<file path="config.mk">
export PLATFORM = sky130hd
export DESIGN_NAME = evt_irq_ctrl
export DESIGN_NICKNAME = d
export VERILOG_FILES = /design/src/rtl/eic_pkg.sv /design/src/rtl/eic_arm_fsm.sv /design/src/rtl/eic_evt_latch.sv /design/src/rtl/eic_bus_regs.sv /design/src/rtl/evt_irq_ctrl.sv
export SDC_FILE = /design/constraint.sdc
export NUM_CORES = 1
export LEC_CHECK = 0
export BUFFER_PORTS_ARGS = -buffer_cell sky130_fd_sc_hd__clkbuf_2
export CAP_MARGIN = 20
export CORE_MARGIN = 2
export CORE_UTILIZATION = 50
export DETAILED_ROUTE_END_ITERATION = 7
export GPL_TIMING_DRIVEN = 0
export PLACE_DENSITY = 0.83
export SLEW_MARGIN = 20
export SYNTH_ARGS = -nofsm -noshare
export SYNTH_HDL_FRONTEND = slang
export SYNTH_SLANG_ARGS = --single-unit
</file>
<file path="constraint.sdc">
create_clock -name clk -period 1.6 [get_ports clk]
set_input_delay 0.32 -clock clk [delete_from_list [all_inputs] [get_ports clk]]
set_output_delay 0.32 -clock clk [all_outputs]
set_load 0.1 [all_outputs]
</file>
<file path="src/rtl/eic_pkg.sv">
package eic_pkg;
    localparam int EIC_AW = 5;
    localparam int EIC_DW = 8;

    localparam logic [EIC_AW-1:0] OFS_STATUS = 5'h10;
    localparam logic [EIC_AW-1:0] OFS_OPER   = 5'h11;
    localparam logic [EIC_AW-1:0] OFS_ENABLE = 5'h12;
    localparam logic [EIC_AW-1:0] OFS_INDEX  = 5'h16;
    localparam logic [EIC_AW-1:0] OFS_CABLE  = 5'h17;

    localparam logic [EIC_DW-1:0] OP_RESET = 8'h01;
    localparam logic [EIC_DW-1:0] OP_ARM   = 8'h04;

    typedef enum logic [0:0] {
        ST_DISARMED = 1'b0,
        ST_ARMED    = 1'b1
    } arm_state_e;
endpackage

</file>
<file path="src/rtl/eic_arm_fsm.sv">
module eic_arm_fsm
    import eic_pkg::*;
#(
    parameter int DW = EIC_DW
) (
    input  logic          clk,
    input  logic          rst_n,
    input  logic          op_wr,
    input  logic [DW-1:0] op_code,
    output logic          armed,
    output logic          clr_all,
    output logic          cnt_clr
);
    arm_state_e state_q, state_d;
    logic       is_arm, is_reset;

    always_comb begin
        is_arm   = op_wr && (op_code == DW'(OP_ARM));
        is_reset = op_wr && (op_code == DW'(OP_RESET));
    end

    // next-state logic
    always_comb begin
        state_d = state_q;
        unique case (state_q)
            ST_DISARMED: if (is_arm)   state_d = ST_ARMED;
            ST_ARMED:    if (is_reset) state_d = ST_DISARMED;
        endcase
    end

    // state register
    always_ff @(posedge clk or negedge rst_n) begin
        if (!rst_n) state_q <= ST_DISARMED;
        else        state_q <= state_d;
    end

    // outputs
    always_comb begin
        armed   = (state_q == ST_ARMED);
        clr_all = is_arm;
    end

    always_ff @(posedge clk or negedge rst_n) begin
        if (!rst_n) cnt_clr <= 1'b0;
        else        cnt_clr <= is_reset;
    end
endmodule

</file>
<file path="src/rtl/eic_evt_latch.sv">
module eic_evt_latch #(
    parameter int NCH = 8
) (
    input  logic           clk,
    input  logic           rst_n,
    input  logic           armed,
    input  logic           clr_all,
    input  logic [NCH-1:0] en,
    input  logic [NCH-1:0] evt,
    output logic [NCH-1:0] status,
    output logic           irq
);
    generate
        for (genvar i = 0; i < NCH; i++) begin : g_bit
            always_ff @(posedge clk or negedge rst_n) begin
                if (!rst_n)       status[i] <= 1'b0;
                else if (clr_all) status[i] <= 1'b0;
                else if (armed && en[i] && evt[i]) status[i] <= 1'b1;
            end
        end
    endgenerate

    assign irq = |status;
endmodule

</file>
<file path="src/rtl/eic_bus_regs.sv">
module eic_bus_regs
    import eic_pkg::*;
#(
    parameter int NCH = 8,
    parameter int AW  = EIC_AW,
    parameter int DW  = EIC_DW
) (
    input  logic           clk,
    input  logic           rst_n,
    input  logic           bus_sel,
    input  logic           bus_we,
    input  logic [AW-1:0]  bus_addr,
    input  logic [DW-1:0]  bus_wdata,
    output logic [DW-1:0]  bus_rdata,
    input  logic [NCH-1:0] status,
    input  logic [NCH-1:0] idx_level,
    input  logic [NCH-1:0] cable_ok,
    output logic [NCH-1:0] en,
    output logic           op_wr
);
    logic          wr, rd;
    logic [NCH-1:0] cab_en_n;
    logic [DW-1:0]  rd_mux;

    assign wr    = bus_sel && bus_we;
    assign rd    = bus_sel && !bus_we;
    assign op_wr = wr && (bus_addr == AW'(OFS_OPER));

    always_ff @(posedge clk or negedge rst_n) begin
        if (!rst_n) begin
            en       <= '0;
            cab_en_n <= '1;
        end else if (wr) begin
            if (bus_addr == AW'(OFS_ENABLE)) en       <= bus_wdata[NCH-1:0];
            if (bus_addr == AW'(OFS_CABLE))  cab_en_n <= bus_wdata[NCH-1:0];
        end
    end

    always_comb begin
        rd_mux = '0;
        if (bus_addr == AW'(OFS_STATUS)) rd_mux = DW'(status);
        if (bus_addr == AW'(OFS_ENABLE)) rd_mux = DW'(en);
        if (bus_addr == AW'(OFS_INDEX))  rd_mux = DW'(idx_level);
        if (bus_addr == AW'(OFS_CABLE))  rd_mux = DW'(cab_en_n | cable_ok);
    end

    always_ff @(posedge clk or negedge rst_n) begin
        if (!rst_n)  bus_rdata <= '0;
        else if (rd) bus_rdata <= rd_mux;
    end
endmodule

</file>
<file path="src/rtl/evt_irq_ctrl.sv">
module evt_irq_ctrl
    import eic_pkg::*;
#(
    parameter int NCH = 8,
    parameter int AW  = EIC_AW,
    parameter int DW  = EIC_DW
) (
    input  logic           clk,
    input  logic           rst_n,
    input  logic           bus_sel,
    input  logic           bus_we,
    input  logic [AW-1:0]  bus_addr,
    input  logic [DW-1:0]  bus_wdata,
    output logic [DW-1:0]  bus_rdata,
    input  logic [NCH-1:0] chan_evt,
    input  logic [NCH-1:0] idx_level,
    input  logic [NCH-1:0] cable_ok,
    output logic           irq,
    output logic           cnt_run,
    output logic           cnt_clr
);
    logic [NCH-1:0] en, status;
    logic           op_wr, armed, clr_all;

    eic_bus_regs #(.NCH(NCH), .AW(AW), .DW(DW)) u_regs (
        .clk(clk), .rst_n(rst_n),
        .bus_sel(bus_sel), .bus_we(bus_we), .bus_addr(bus_addr),
        .bus_wdata(bus_wdata), .bus_rdata(bus_rdata),
        .status(status), .idx_level(idx_level), .cable_ok(cable_ok),
        .en(en), .op_wr(op_wr)
    );

    eic_arm_fsm #(.DW(DW)) u_fsm (
        .clk(clk), .rst_n(rst_n),
        .op_wr(op_wr), .op_code(bus_wdata),
        .armed(armed), .clr_all(clr_all), .cnt_clr(cnt_clr)
    );

    eic_evt_latch #(.NCH(NCH)) u_latch (
        .clk(clk), .rst_n(rst_n),
        .armed(armed), .clr_all(clr_all),
        .en(en), .evt(chan_evt),
        .status(status), .irq(irq)
    );

    assign cnt_run = armed;
endmodule

</file>
==> results.sh, run 1 <==
export IMPL_cts_tree="yes"
export IMPL_rrSetupSlack_ps=410
export IMPL_grt_max_degree=35
export IMPL_path_class="reg2out"
export IMPL_p_total_w=0.00183
export IMPL_worst_hold_slack_ps=36.2
export IMPL_vias_per_cell=5.75
export IMPL_place_congestion=0.861
export IMPL_yosysTopAreaCell="dfrtp_1"
export IMPL_top_level_ports=52
export IMPL_ys_ff_latch=34
export IMPL_drt_iter0_drc=87
export IMPL_fin_skew_ps=4.06
export IMPL_cts_clk_slew_worst_paths_ps=100
export IMPL_avgRoutedWirePerCell_microns=16.5
export IMPL_die_h_microns=61.2
export IMPL_netlist_instances=146
export IMPL_netSwitchingFraction_pct=26.7
export IMPL_ant_nets=0
export IMPL_crit_path_end_kind="output pin"
export IMPL_cp_num_buf_inv=1
export IMPL_combPwrFrac_pct=14.3
export IMPL_power_switching_w=0.000489
export IMPL_r2r_start="u_latch.status[2]$_DFFE_PN0P_"
export IMPL_synth_compound_area_share_pct=12.2
export IMPL_power_frac_seq_pct=53.5
export IMPL_grt_total_usage_pct=24.2
export IMPL_synth_top_family_by_area="simple AND/OR/NAND/NOR gates"
export IMPL_synth_cell_types=31
export IMPL_start_util_pct=53.1
export IMPL_numPortBuffers=51
export IMPL_synth_top_cell_area_share_pct=39.8
export IMPL_cts_hold_buf=0
export IMPL_reg2reg_depth=3
export IMPL_reg2reg_to="u_regs.bus_rdata[2]$_DFFE_PN0P_"
export IMPL_diodes=0
export IMPL_fillerInstances=228
export IMPL_coreArea_sq_um=3080
export IMPL_final_common_cell="clkbuf_2"
export IMPL_muxShareOfSynthArea_pct=11.0
export IMPL_synth_warnings=0
export IMPL_finalHoldViolCount=0
export IMPL_grt_pass1_vias=1445
export IMPL_cp_cell_sequence="nor4_4, nand2_1, clkbuf_16"
export IMPL_worstMarginPinSlew_ps=800
export IMPL_crit_path_max_fanout=3
export IMPL_synth_xor_area_share_pct=0
export IMPL_start_kind="flop"
export IMPL_layout_drive_gt1_share_pct=46.2
export IMPL_fin_crit_ps=1730
export IMPL_drv_cap=0
export IMPL_antenna_found_initial=0
export IMPL_drc=0
export IMPL_hold_path_class="in2async"
export IMPL_vias=1450
export IMPL_maxSlewViolCount=0
export IMPL_synth_nets=187
export IMPL_grt_pass1_wl_mm=6.33
export IMPL_grt_overflow=0
export IMPL_powerDensity_nw_per_um2=874
export IMPL_intPower_w=0.00134
export IMPL_cts_buffers=5
export IMPL_cp_slowest_stage_delay_ps=440
export IMPL_worstPathArrival_ps=1410
export IMPL_worstPathRequired_ps=1280
export IMPL_synthTopCellsByArea="dfrtp_1, dfstp_2, mux2_2"
export IMPL_fin_crit_sh_pct=108
export IMPL_setup_slack_ps=-132
export IMPL_seq_area_frac_synth_pct=52.6
export IMPL_crit_start="u_latch.status[1]$_DFFE_PN0P_"
export IMPL_clock_latency_ps=350
export IMPL_dr_pass1_iters=4
export IMPL_cts_buffer_depth=2
export IMPL_htreeDepth=2
export IMPL_status="finished with violations"
export IMPL_slew_headroom_pct=46.6
export IMPL_slowest_stage="dfrtp_1"
export IMPL_fin_util_pct=68.0
export IMPL_nNetsFinal=248
export IMPL_critical_path_depth=3
export IMPL_dp_hpwl_mm=3.01
export IMPL_die_area_sq_um=3740
export IMPL_p_leak_nw=1.05
export IMPL_die_w_microns=61.2
export IMPL_setup_violations=1
export IMPL_routed_wl_mm=4.16
export IMPL_synth_avg_cell_area_sq_um=11.2
export IMPL_synthSimpleGateAreaFrac_pct=21.3
export IMPL_netlist_area_sq_um=1640
export IMPL_clk_root_buffer_cell="clkbuf_4"
export IMPL_violations="negative setup slack"
export IMPL_worst_path_dominant_cell_family="flip-flops"
export IMPL_cts_num_sinks=34
export IMPL_rsz0062_at_grt="yes"
export IMPL_layout_common_cells="clkbuf_2, dfrtp_1, nor2_1"
export IMPL_fmax_ghz=0.577
export IMPL_pwr_share_clk_pct=32.2
export IMPL_peakVddDrop_uv=584
export IMPL_core_rowCount=20
export IMPL_area_growth_pct=28.1
export IMPL_synth_adder_area_share_pct=0
stage by stage:
stage	TNS (ps)	std cells	area [sq um]	setup slack, ps
final	-132	252	2090	-132
after global routing	-181	252	2090	-181
after CTS	-112	252	2070	-112
after detailed placement	-3880	241	1950	-256
after global placement	-2290	241	1950	-179
after floorplan	0	146	1640	74.5
registers in the layout, indices dropped and copies added (netlist names):
signal and flops:
u_regs.cab_en_n 8, u_regs.bus_rdata 8, u_regs.en 8, u_fsm.cnt_clr 1
u_fsm.armed 1, u_latch.status 8
layout make-up:
| class | count | area (sq um) | area share, % |
|---|---|---|---|
| sequential | 34 | 861 | 41.1 |
| clock buffer | 8 | 78.8 | 3.76 |
| buffer | 6 | 42.5 | 2.03 |
| inverter | 1 | 3.75 | 0.179 |
| multi-input combinational | 105 | 756 | 36.1 |
| timing repair buffer | 54 | 298 | 14.2 |
| tap | 44 | 55.1 | 2.63 |
repair_timing:
action | in CTS | in global routing
gates resized for setup | 4 | 3
pin swaps | 2 | 1
buffers inserted | 3 | 0
setup endpoints to repair | 1 | 8
endpoints found under the hold margin | 0 | 0
cells by family after synthesis:
group                  count (synthesis)
AO/OA/AOI/OAI                         27
flip-flops                            34
buffers and inverters                  7
multiplexers                          16
AND/OR/NAND/NOR                       62
Yosys cell counts:
master and n:
a21oi_1 1, a221oi_1 8, a31oi_1 8, a41oi_1 1, and2_1 2, and3_1 1, and4b_1 1, and4bb_2 1
buf_1 2, buf_2 1, buf_4 1, buf_6 2, dfrtp_1 26, dfstp_2 8, inv_1 1, mux2_1 2
mux2_2 14, nand2_1 12, nand2_2 1, nand2b_1 1, nand4_1 1, nand4b_4 1, nor2_1 24, nor2_8 1
nor3_1 9, nor3b_2 1, nor4_1 4, nor4_4 1, o21ai_0 1, o31ai_1 8, or2_1 1
power by group through the flow:
stage          registers (W)   logic, W  clock network (W)
2_1_floorplan        0.00104  0.0000969                  0
3_3_place_gp        0.000992   0.000252                  0
3_5_place_dp        0.000995   0.000261                  0
4_1_cts             0.000979   0.000262           0.000600
5_1_grt             0.000986   0.000282           0.000629
6_report            0.000981   0.000262           0.000589
worst max path at each step:
| stage | end | slack (ps) |
|---|---|---|
| after floorplan | irq | 70 |
| after global placement | u_latch.status[1]$_DFFE_PN0P_ | -180 |
| after detailed placement | u_latch.status[7]$_DFFE_PN0P_ | -260 |
| after CTS | irq | -110 |
| after global routing | irq | -180 |
| final | irq | -130 |
per-layer routing:
metal / vias to the layer above / routed length [microns] / global-route usage (%) / part of all wire [%]
li1: 672 / - / - / -
met1: 687 / 1660 / 29.4 / 40
met2: 80 / 2050 / 38.1 / 49
met3: 11 / 362 / 7.98 / 8.7
met4: 0 / 87 / 13.4 / 2.1
met5: - / 0 / 0 / 0
No activity file was read; power rests on OpenSTA's default activity.
==> run 2, diff against run 1 <==
--- a/config.mk
+++ b/config.mk
@@ -10,9 +10,9 @@
 export CORE_MARGIN = 2
 export CORE_UTILIZATION = 50
 export DETAILED_ROUTE_END_ITERATION = 7
-export GPL_TIMING_DRIVEN = 0
-export PLACE_DENSITY = 0.83
+export PLACE_DENSITY = 0.78
 export SLEW_MARGIN = 20
 export SYNTH_ARGS = -nofsm -noshare
 export SYNTH_HDL_FRONTEND = slang
+export SYNTH_HIERARCHICAL = 1
 export SYNTH_SLANG_ARGS = --single-unit
==> run 2 against run 1 <==
Net effect:
- the flow finishes with violations (negative hold slack, negative setup slack)
- utilization increased by 0.39 points
- sequential cell count unchanged
- wire length decreased by 5.0%
- critical path depth unchanged
- setup slack improved by 58 ps
- critical path type unchanged
- critical endpoint unchanged
- highest routed layer unchanged
==> results.sh, run 2 <==
export IMPL_status="finished with violations"
export IMPL_fin_skew_ps=7.61
export IMPL_core_rowCount=20
export IMPL_dr_pass1_iters=4
export IMPL_rrSetupSlack_ps=460
export IMPL_peakVddDrop_uv=757
export IMPL_clk_root_buffer_cell="clkbuf_4"
export IMPL_antenna_found_initial=0
export IMPL_area_growth_pct=28.2
export IMPL_synth_top_family_by_area="simple AND/OR/NAND/NOR gates"
export IMPL_drv_cap=0
export IMPL_routed_wl_mm=3.95
export IMPL_grt_total_usage_pct=23.8
export IMPL_slew_headroom_pct=63.7
export IMPL_synth_nets=183
export IMPL_dp_hpwl_mm=3.01
export IMPL_cts_tree="yes"
export IMPL_htreeDepth=2
export IMPL_violations="negative hold slack, negative setup slack"
export IMPL_synth_cell_types=34
export IMPL_synth_xor_area_share_pct=0
export IMPL_synth_adder_area_share_pct=0
export IMPL_place_congestion=0.801
export IMPL_start_util_pct=53.4
export IMPL_cts_hold_buf=0
export IMPL_fmax_ghz=0.597
export IMPL_start_kind="flop"
export IMPL_clock_latency_ps=340
export IMPL_cp_cell_sequence="nor4_2, nand2_1, buf_12"
export IMPL_slowest_stage="dfrtp_1"
export IMPL_cts_clk_slew_worst_paths_ps=90
export IMPL_path_class="reg2out"
export IMPL_avgRoutedWirePerCell_microns=15.7
export IMPL_synth_commonest_cells="dfrtp_1, mux2_2, nor2_1, a31oi_1"
export IMPL_ant_nets=0
export IMPL_diodes=0
export IMPL_nNetsFinal=248
export IMPL_vias=1425
export IMPL_layout_common_cells="clkbuf_2, dfrtp_1, nor2_1, mux2_2, buf_4"
export IMPL_die_area_sq_um=3820
export IMPL_timing_setup_tns_ps=-74.3
export IMPL_grt_pass1_wl_mm=6.52
export IMPL_regArea_sq_um=861
export IMPL_synth_compound_area_share_pct=13.6
export IMPL_yosysTopAreaCell="dfrtp_1"
export IMPL_cts_buffers=5
export IMPL_grt_max_degree=35
export IMPL_cp_num_buf_inv=1
export IMPL_drc=0
export IMPL_fin_crit_sh_pct=105
export IMPL_netlist_instances=142
export IMPL_worst_path_dominant_cell_family="flip-flops"
export IMPL_p_total_w=0.00226
export IMPL_top_level_ports=52
export IMPL_rsz0062_at_grt="yes"
export IMPL_seq_area_frac_synth_pct=51.5
export IMPL_worstPathRequired_ps=1280
export IMPL_cts_num_sinks=34
export IMPL_synthTopCellsByArea="dfrtp_1, dfstp_2, mux2_2"
export IMPL_die_h_microns=61.8
export IMPL_muxShareOfSynthArea_pct=15.0
export IMPL_fin_crit_ps=1670
export IMPL_worstPathArrival_ps=1350
export IMPL_setup_violations=1
export IMPL_synth_most_common_cell="dfrtp_1"
export IMPL_synth_top_cell_area_share_pct=39.0
export IMPL_final_common_cell="clkbuf_2"
export IMPL_setup_slack_ps=-74.3
export IMPL_p_leak_nw=1.04
export IMPL_vias_per_cell=5.65
export IMPL_maxSlewViolCount=0
export IMPL_cp_slowest_stage_delay_ps=430
export IMPL_synth_main_ff_cell="dfrtp_1"
export IMPL_coreArea_sq_um=3130
export IMPL_hold_path_class="in2async"
export IMPL_drt_iter0_drc=84
export IMPL_netlist_area_sq_um=1670
export IMPL_synthSimpleGateAreaFrac_pct=17.1
export IMPL_synth_async_reset_ratio_pct=100
export IMPL_ys_ff_latch=34
export IMPL_synth_avg_cell_area_sq_um=11.8
export IMPL_die_w_microns=61.8
export IMPL_finalHoldViolCount=6
export IMPL_synth_edff_count=0
export IMPL_worst_hold_slack_ps=-3.02
export IMPL_crit_path_max_fanout=3
export IMPL_layout_drive_gt1_share_pct=47.1
export IMPL_worstMarginPinSlew_ps=546
export IMPL_cts_buffer_depth=2
export IMPL_crit_path_end_kind="output pin"
export IMPL_numPortBuffers=51
export IMPL_multiInputGateArea_sq_um=774
export IMPL_powerDensity_nw_per_um2=1060
export IMPL_fillerInstances=236
export IMPL_synth_warnings=6
export IMPL_grt_pass1_vias=1455
export IMPL_grt_overflow=0
==> run 2: power breakdown <==
group | total [W] | leakage [nW] | internal [W] | switching, W
clock network | 0.000443 | 0.0265 | 0.000175 | 0.000268
logic | 0.000653 | 0.597 | 0.000253 | 0.000400
registers | 0.00116 | 0.413 | 0.00103 | 0.000129
==> run 2: area by class of cell <==
class,count,share of cell area (%)
Sequential cell,34,40.2
Multi-Input combinational cell,98,36.2
Timing Repair Buffer,65,18.2
Tap cell,44,2.57
Clock buffer,8,2.28
Inverter,3,0.526
==> run 2: logic make-up (layout without fill, tap and decap cells) <==
group	Yosys count	in the layout
AOI/OAI and AO/OA	28	28
buffers and inverters	10	76
and+or+nand+nor	47	47
muxes	23	23
DFF	34	34
==> run 2: path summary, 6_finish.rpt <==
check,cells after the start,end,startpoint
max,3,irq,u_latch/status[4]$_DFFE_PN0P_
min,2,u_regs/bus_rdata[0]$_DFFE_PN0P_,rst_n
max reg2reg,3,u_fsm/armed$_DFF_PN0_,u_fsm/armed$_DFF_PN0_
min reg2reg,2,u_regs/bus_rdata[5]$_DFFE_PN0P_,u_regs/bus_rdata[5]$_DFFE_PN0P_
max in group asynchronous,2,u_regs/cab_en_n[3]$_DFFE_PN1P_,rst_n
min in group clk,2,u_fsm/cnt_clr$_DFF_PN0_,bus_wdata[2]
==> run 2: timing repair <==
| action | in CTS | in global routing |
|---|---|---|
| buffers inserted | 2 | 0 |
| setup endpoints to repair | 1 | 1 |
| endpoints found under the hold margin | 0 | 0 |
| pin swaps | 2 | 1 |
| resized for setup | 1 | 1 |
==> run 2: metal layers <==
| metal | GRT usage [%] | vias to the layer above | part of all wire, % |
|---|---|---|---|
| li1 | - | 673 | - |
| met1 | 30.0 | 695 | 42 |
| met2 | 40.9 | 52 | 50 |
| met3 | 6.00 | 5 | 6.8 |
| met4 | 6.69 | 0 | 1.4 |
| met5 | 0 | - | 0 |
==> run 2: stage by stage <==
step | cells | utilization, % | setup WS [ps] | area, sq um
global placement | 242 | 66.0 | -124 | 2060
detailed placement | 242 | 66.0 | -191 | 2060
global route | 252 | 68.4 | -158 | 2140
CTS | 252 | 68.2 | -66.8 | 2130
floorplan | 142 | - | 2.45 | 1670
finish | 252 | 68.4 | -74.3 | 2140
==> run 3, diff against run 2 <==
--- a/config.mk
+++ b/config.mk
@@ -10,7 +10,7 @@
 export CORE_MARGIN = 2
 export CORE_UTILIZATION = 50
 export DETAILED_ROUTE_END_ITERATION = 7
-export PLACE_DENSITY = 0.78
+export PLACE_DENSITY = 0.79
 export SLEW_MARGIN = 20
 export SYNTH_ARGS = -nofsm -noshare
 export SYNTH_HDL_FRONTEND = slang
==> run 3 against run 2 <==
Net effect:
- the run ends with negative setup slack left
- global-route usage rose by 2.0 points
- clock power barely moved
- register-to-register slack got worse by 30 ps
- non-clock buffer count rose by 4
- sequential power barely moved
- setup slack improved by 8.6 ps
- cell count rose by 1.6%
- combinational power rose by 9.3%
- via count rose by 4.1%
- largest cell class unchanged
==> results.sh, run 3 (same netlist as run 2, synthesis figures left out) <==
export IMPL_status="finished with violations"
export IMPL_violations="negative setup slack"
export IMPL_coreArea_sq_um=3130
export IMPL_core_rowCount=20
export IMPL_grt_pass1_wl_mm=7.04
export IMPL_crit_start="u_latch/status[4]$_DFFE_PN0P_"
export IMPL_diodes=0
export IMPL_rsz0062_at_grt="yes"
export IMPL_worst_hold_slack_ps=190
export IMPL_p_leak_nw=1.06
export IMPL_multiInputGateArea_sq_um=774
export IMPL_avgRoutedWirePerCell_microns=16.7
export IMPL_fin_skew_ps=5.94
export IMPL_nNetsFinal=252
export IMPL_grt_pass1_vias=1518
export IMPL_start_kind="flop"
export IMPL_routed_wl_mm=4.28
export IMPL_dp_hpwl_mm=3.31
export IMPL_power_frac_seq_pct=49.9
export IMPL_regArea_sq_um=861
export IMPL_place_congestion=0.838
export IMPL_worstMarginPinSlew_ps=544
export IMPL_power_switching_w=0.000811
export IMPL_clock_latency_ps=340
export IMPL_die_area_sq_um=3820
export IMPL_numPortBuffers=51
export IMPL_crit_path_end_kind="output pin"
export IMPL_maxSlewViolCount=0
export IMPL_r2r_start="u_latch/status[4]$_DFFE_PN0P_"
export IMPL_intPower_w=0.00150
export IMPL_die_w_microns=61.8
export IMPL_pwr_share_clk_pct=19.2
export IMPL_cts_tree="yes"
export IMPL_start_util_pct=53.4
export IMPL_worstPathRequired_ps=1280
export IMPL_clk_root_buffer_cell="clkbuf_4"
export IMPL_slew_headroom_pct=63.9
export IMPL_reg2reg_to="u_regs/bus_rdata[4]$_DFFE_PN0P_"
export IMPL_crit_path_max_fanout=2
export IMPL_fillerInstances=241
export IMPL_layout_drive_gt1_share_pct=47.6
export IMPL_worstPathArrival_ps=1350
export IMPL_cts_buffer_depth=2
export IMPL_grt_overflow=0
export IMPL_grt_max_degree=20
export IMPL_peakVddDrop_uv=676
export IMPL_setup_violations=1
export IMPL_drc=0
export IMPL_antenna_found_initial=0
export IMPL_fin_crit_sh_pct=104
export IMPL_final_cell_area_sq_um=2200
export IMPL_area_growth_pct=31.6
export IMPL_grt_total_usage_pct=25.8
export IMPL_crit_end="irq"
export IMPL_cts_num_sinks=34
export IMPL_netSwitchingFraction_pct=35.0
export IMPL_fin_crit_ps=1670
export IMPL_cts_clk_slew_worst_paths_ps=100
export IMPL_drv_cap=0
export IMPL_final_common_cell="clkbuf_2"
export IMPL_finalHoldViolCount=0
export IMPL_vias_per_cell=5.80
export IMPL_powerDensity_nw_per_um2=1050
export IMPL_rrSetupSlack_ps=430
export IMPL_top_level_ports=52
export IMPL_htreeDepth=2
export IMPL_die_h_microns=61.8
export IMPL_dr_pass1_iters=4
export IMPL_placed_area_sq_um=2090
export IMPL_path_class="reg2out"
export IMPL_hold_path_class="in2reg"
export IMPL_cts_buffers=5
export IMPL_reg2reg_depth=4
export IMPL_layout_common_cells="clkbuf_2, dfrtp_1, nor2_1, mux2_2, buf_4"
export IMPL_vias=1484
export IMPL_ant_nets=0
export IMPL_fmax_ghz=0.600
export IMPL_setup_slack_ps=-65.8
export IMPL_drt_iter0_drc=66
export IMPL_combPwrFrac_pct=30.8
run 3: changes by cell type in the layout (fill, tap and decap cells not counted):
cell / delta
buf_12: +2
buf_4: +1
dlygate4sd3_1: +1
run 3: worst min path at each step:
stage / startpoint / to / cells after the start
floorplan: rst_n / u_fsm/armed$_DFF_PN0_ / 0
detailed placement: rst_n / u_regs/bus_rdata[6]$_DFFE_PN0P_ / 1
global placement: rst_n / u_regs/bus_rdata[6]$_DFFE_PN0P_ / 1
global route: bus_wdata[2] / u_fsm/cnt_clr$_DFF_PN0_ / 2
CTS: bus_wdata[2] / u_fsm/cnt_clr$_DFF_PN0_ / 2
finish: bus_wdata[2] / u_fsm/cnt_clr$_DFF_PN0_ / 2
run 3: layout make-up:
| cell class | instances | share of cell area (%) |
|---|---|---|
| Tap cell | 44 | 2.50 |
| Clock buffer | 8 | 2.22 |
| Sequential cell | 34 | 39.2 |
| Multi-Input combinational cell | 98 | 35.2 |
| Timing Repair Buffer | 69 | 20.4 |
| Inverter | 3 | 0.512 |
run 3: metal layers:
metal | global-route usage, % | routed length, microns | vias to the layer above
met5 | 0 | 0 | -
met4 | 9.73 | 102 | 0
met3 | 7.25 | 243 | 10
met2 | 43.2 | 2210 | 56
met1 | 32.0 | 1720 | 739
li1 | - | - | 679
run 3: power by group through the flow:
stage	combinational [W]	clock, W	sequential (W)
after global placement	0.000595	0	0.00116
after floorplan	0.000256	0	0.00130
after CTS	0.000691	0.000465	0.00115
after detailed placement	0.000615	0	0.00117
final	0.000714	0.000444	0.00116
after global routing	0.000764	0.000499	0.00117
run 3: critical path, cell delays in order, from the launching register on:
cell and delay [ps]:
dfrtp_1 410, nor4_2 280, nand2_1 130, buf_12 180
run 3: what timing repair did:
item / CTS / global route
resized for setup: 1 / 1
endpoints found under the setup margin: 1 / 1
pin swaps: 3 / 2
setup buffers: 4 / 1
hold endpoints to repair: 10 / 0
hold buffers: 1 / 0
run 3: stage by stage:
step	setup WS, ps	setup TNS, ps	cells	total power, W	utilization, %
CTS	-72.9	-72.9	255	0.00230	69.8
floorplan	2.45	0	142	0.00156	-
finish	-65.8	-65.8	256	0.00231	70.3
global placement	-124	-2240	242	0.00175	66.8
global route	-134	-134	256	0.00243	70.3
detailed placement	-197	-3470	242	0.00178	66.8
